<file path="src/rtl/seq_kick_gate.sv">
module seq_kick_gate #(
  parameter int           W    = 16,
  parameter logic [W-1:0] STEP = 16'h1111
) (
  input  logic clk,
  input  logic rst_n,
  input  logic adv_i,
  input  logic val_i,
  output logic kick_o,
  output logic fault_o
);
  logic [W-1:0] cur_q, exp_q;
  logic         kick_q, fault_q;

  wire [W-1:0] cur_nx = adv_i ? cur_q + STEP : cur_q;
  wire [W-1:0] exp_nx = val_i ? exp_q + STEP : exp_q;
  wire         match  = (cur_nx == exp_nx);

  always_ff @(posedge clk) begin
    if (!rst_n) begin
      cur_q   <= '0;
      exp_q   <= '0;
      kick_q  <= 1'b0;
      fault_q <= 1'b0;
    end else begin
      cur_q  <= cur_nx;
      exp_q  <= exp_nx;
      kick_q <= val_i && match && !fault_q;
      if (val_i && !match) fault_q <= 1'b1;
    end
  end

  assign kick_o  = kick_q;
  assign fault_o = fault_q;
endmodule

</file>
<file path="config.mk">
export PLATFORM = sky130hd
export DESIGN_NAME = seq_kick_gate
export DESIGN_NICKNAME = d
export VERILOG_FILES = /design/src/rtl/seq_kick_gate.sv
export SDC_FILE = /design/constraint.sdc
export NUM_CORES = 1
export LEC_CHECK = 0
export ABC_AREA = 1
export CAP_MARGIN = 30
export CELL_PAD_IN_SITES_DETAIL_PLACEMENT = 1
export CELL_PAD_IN_SITES_GLOBAL_PLACEMENT = 1
export CORE_MARGIN = 10
export CORE_UTILIZATION = 45
export CTS_BUF_LIST = sky130_fd_sc_hd__clkbuf_4 sky130_fd_sc_hd__clkbuf_8 sky130_fd_sc_hd__clkbuf_16
export DETAILED_ROUTE_END_ITERATION = 6
export PLACE_DENSITY_LB_ADDON = 0.1
export SLEW_MARGIN = 20
export SYNTH_ARGS = -nofsm -noshare
export SYNTH_HDL_FRONTEND = slang
export SYNTH_SLANG_ARGS = --single-unit
export TNS_END_PERCENT = 50
</file>
<file path="constraint.sdc">
create_clock -name clk -period 4 [get_ports clk]
set_input_delay 0.8 -clock clk [delete_from_list [all_inputs] [get_ports clk]]
set_output_delay 0.8 -clock clk [all_outputs]
set_load 0.05 [all_outputs]
</file>
## Word level (Yosys, flattened, before mapping)

Index checks and enable logic that the tools add are counted.

| storage, ports and cells | value |
|---|---|
| bits in registers | 34 |
| bits of input ports | 4 |
| output and inout bits | 2 |

| operators by class | value |
|---|---|
| $add $sub $neg | 2 |
| equal/unequal tests | 1 |
| multiplexer cells | 2 |
| reductions and logical operators | 5 |

Operator list:

| operator | number |
|---|---|
| adder 16 x 13 -> 16 bit, second input constant | 2 |
| two-way mux 16 bit | 2 |
| == test 16 bit | 1 |
| logical AND 1 bit | 3 |
| logical NOT 1 bit | 2 |

## Depth between registers and ports, before layout

| depth | value |
|---|---|
| word-level depth | 5 |
| mapped depth | 18 |
| mapped depth without buffers | 18 |

## Worst setup path before layout

No wires, ideal clock.

| timing | value |
|---|---|
| path kind | input -> register |
| from | in adv_i |
| to | reg fault_q, in the netlist fault_o |
| data arrival time | 1.918 ns |
| setup slack | 1.963 ns |
| stages | 12 |
| cells stage by stage | buf_4 -> or2_2 -> nand3_1 -> nand4_1 -> nor2_1 -> nand3_1 -> nor2_1 -> nand2_1 -> nor2_1 -> nand2_1 -> nand2_1 -> a21oi_2 |

| between the ends | value |
|---|---|
| cells in the longest elaborated chain, start to end | 4 |

RTL lines:

| element | RTL line | text |
|---|---|---|
| start: declaration | 7 | `input logic adv_i,` |
| two-way mux 16 bit | 15 | `wire [W-1:0] cur_nx = adv_i ? cur_q + STEP : cur_q;` |
| == test 16 bit | 17 | `wire match = (cur_nx == exp_nx);` |
| logical NOT 1 bit | 29 | `if (val_i && !match) fault_q <= 1'b1;` |
| logical AND 1 bit | 29 |  |
| end signal: assignment | 24 | `fault_q <= 1'b0;` |
| end signal: assignment | 29 |  |
| end: declaration | 13 | `logic kick_q, fault_q;` |

Every way passes these cells.
A chain may end at the register's enable or synchronous reset.

## Final worst setup path

Same ends and word-level chain as after synthesis.

==> summary.md <==
| Metric | Value |
|---|---|
| CTS Sinks | `34` |
| Outcome | `finished clean` |
| Reg-to-Reg Start | `cur_q[0]$_SDFF_PN0_` |
| Count of yosys warnings during synthesis | `0` |
| Count of buffers inserted at the top-level ports | `5` |
| Top-level I/O count | `6` |
| Synthesized Nets | `423` |
| Hold-fix buffers, CTS | `0` |
| Per-cell via count in the routed design | `4.91` |
| GRT Total Usage | `0.163` |
| Unrepaired setup endpoints after global routing | `no` |
| Max-slew violation count | `0` |
| Time the final worst path needs with I/O delays and setup | `2.88 ns` |
| Most frequent standard cell in the layout excluding fill and tap cells | `sky130_fd_sc_hd__nand2_1` |
| Worst stage delay on the critical path | `0.86 ns` |
| Clock tree root buffer cell | `sky130_fd_sc_hd__clkbuf_8` |
| Detailed Routing Iterations Pass 1 | `4` |
| Post-placement setup slack | `0.811 ns` |
| Layout Nets | `429` |
| Final period utilization | `0.719` |
| Number of distinct library cells after synthesis | `22` |
| Worst setup SP type | `input port` |
| H-Tree Depth | `2` |
| Cell Pwr Density | `293 nW/um^2` |
| Filler Cells Inserted | `765` |
| CP arrival | `3.04 ns` |
| Fraction of final layout cells sized beyond drive strength 1 | `0.0567` |
| Slew @ Worst Pin | `0.612 ns` |
| Max rail drop VDD | `0.000192 V` |
| Final setup violating endpoints | `0` |
| Number of setup buffers added after CTS | `0` |
| Final wirelength | `6410 um` |
| Post-synthesis instance total | `417` |
| Highest net fanout along the worst path | `17` |
| CTS buffer count | `5` |
| Die height | `92.3 um` |
| Die area | `8520 sq um` |
| Routed len/inst | `13.0 um` |
| Cell row count | `26` |
| Post-detailed-placement half-perimeter wirelength | `5110 um` |
| CTS tree | `built` |
| Critical hold path startpoint | `fault_o$_SDFFE_PN0P_` |
| Number of flip-flops and latches in the synthesized netlist | `34` |
| Max-capacitance violation count | `0` |
| Growth of design area from synthesis to finish | `8.20%` |
| Clock-pin slew reported for the worst setup and hold paths after clock tree synthesis | `0.07 ns` |
| Total core area | `5070 sq um` |
| Post-Syn Area per Cell | `5.64 sq um` |
| Skew final | `0.00944 ns` |
| Share of synthesized area occupied by flip-flops and latches | `0.290` |
| Start point of the critical path | `adv_i` |
| Leak Pwr | `1.25 nW` |
| Worst Path Class, Setup | `in2reg` |
| Total number of vias | `2420` |
| Setup TNS after final layout | `0 ns` |
| Slew Limit Headroom | `0.591` |
| Worst setup margin | `1.12 ns` |
| Worst min-delay path class | `reg2reg` |
| Register area | `681 sq um` |
| Final antenna-violating net count | `0` |
| Clock network latency to the later pin of the worst-skew pair | `0.29 ns` |
| Number of global-route vias before repair | `2472` |
| Initial antenna violation count | `0` |
| Residual overflow from global routing | `0` |
| Number of diodes | `0` |
| Global-route wire length before repair | `11500 um` |
| Critical-path cell list | `clkdlybuf4s50_1 > inv_1 > o21ai_0 > or2_2 > nand4_1 > nor2_1 > nand3_1 > nor2_1 > nand2_1 > nor2_1 > nand2_1 > nand2_1 > a21oi_2` |
| Drc violations | `0` |
| Routability-driven placement congestion ratio | `0.886` |
| Width of the chip | `92.3 um` |
| Max frequency | `0.348 GHz` |
| Maximum number of pins on one net before global-route repair | `23` |
| Footprint of the multi-input gates | `1400 sq um` |
| Initial DRC count | `154` |
| Initial core utilization | `0.463` |
| Hold Vio Cnt, Final | `0` |
| Area of the mapped netlist | `2350 sq um` |
| Number of cells upsized or downsized after cts | `0` |
| Critical path's slowest cell | `sky130_fd_sc_hd__clkdlybuf4s50_1` |
| Leading cell types in the layout, fill and taps excluded | `sky130_fd_sc_hd__nand2_1, sky130_fd_sc_hd__nor2_1, sky130_fd_sc_hd__inv_1, sky130_fd_sc_hd__nand3_1, sky130_fd_sc_hd__dfxtp_1` |
| Req. time, crit path | `4.16 ns` |
| Nature of the critical path endpoint | `flip-flop` |
| Maximum count of clock buffers along a single path | `2` |
registers in the layout, indices dropped and copies added, names as in the netlist:
signal	flops
kick_o	1
exp_q	16
fault_o	1
cur_q	16
where the power goes:
group          switching (mW)  internal (mW)
clock                   0.127          0.117
sequential             0.0188          0.354
combinational          0.0870         0.0430
total                   0.233          0.514
through the flow:
stage               power [mW]  utilization  cell area, sq um  hold slack, ns  cells
floorplan                0.474            -              2350           0.505    417
global placement         0.503        0.483              2450           0.479    485
detailed placement       0.509        0.486              2460           0.493    486
CTS                      0.754        0.501              2540           0.508    493
global route             0.793        0.501              2540           0.547    493
finish                   0.746        0.501              2540           0.513    493
routing by layer:
layer,wire (um),share of wire,vias to the layer above,track usage
met5,0,0,-,0
met4,78,0.012,0,0.0514
met3,148,0.023,7,0.0383
met2,2940,0.46,17,0.256
met1,3240,0.51,1105,0.215
li1,-,-,1291,-
layout make-up:
type | instances | share of cell area
Clock buffer | 5 | 0.0271
Multi-Input combinational cell | 316 | 0.551
Tap cell | 70 | 0.0344
Inverter | 59 | 0.0871
Clock inverter | 2 | 0.00394
Sequential cell | 34 | 0.268
Timing Repair Buffer | 7 | 0.0285
synthesized netlist by cell type:
cell type                  instances  area share
sky130_fd_sc_hd__dfxtp_1          34        0.29
sky130_fd_sc_hd__nand2_1         159        0.25
sky130_fd_sc_hd__xor2_1            7       0.026
sky130_fd_sc_hd__nand3_1          52        0.11
sky130_fd_sc_hd__nand4_1           8       0.021
sky130_fd_sc_hd__nor2_4            1      0.0048
sky130_fd_sc_hd__nor2_2            2      0.0053
sky130_fd_sc_hd__inv_1            58       0.093
sky130_fd_sc_hd__or2_2             2      0.0053
sky130_fd_sc_hd__a21oi_1           4      0.0085
sky130_fd_sc_hd__o21ai_0           5       0.011
sky130_fd_sc_hd__clkbuf_1          3      0.0048
sky130_fd_sc_hd__a21oi_2           1      0.0037
sky130_fd_sc_hd__buf_2             1      0.0021
sky130_fd_sc_hd__o21ai_1           1      0.0021
sky130_fd_sc_hd__buf_4             4       0.013
sky130_fd_sc_hd__nand3b_1          5       0.016
sky130_fd_sc_hd__nor2_1           59       0.094
sky130_fd_sc_hd__nand2_4           1      0.0048
sky130_fd_sc_hd__ha_1              2       0.011
sky130_fd_sc_hd__nand2_2           7       0.019
sky130_fd_sc_hd__inv_2             1      0.0016
cells by family after synthesis:
logic type	share of synthesized area
XOR/XNOR	0.0261
buffers and inverters	0.114
flip-flops	0.290
adder cells (fa/ha/maj)	0.0106
AND/OR/NAND/NOR	0.535
AO/OA/AOI/OAI	0.0250
worst max-delay path: cells and delay by family:
kind / cells / cell delay [ns]
buf+inv: 2 / 1.03
compound gates: 2 / 0.39
simple gates: 9 / 0.82
worst paths after layout:
check	endpoint	slack, ns	cells past startpoint
setup / recovery	fault_o$_SDFFE_PN0P_	1.12	13
setup reg to reg	fault_o$_SDFFE_PN0P_	2.05	12
hold reg to reg	fault_o$_SDFFE_PN0P_	0.51	2
hold / removal	fault_o$_SDFFE_PN0P_	0.51	2
(Power assumes the default switching activity.)
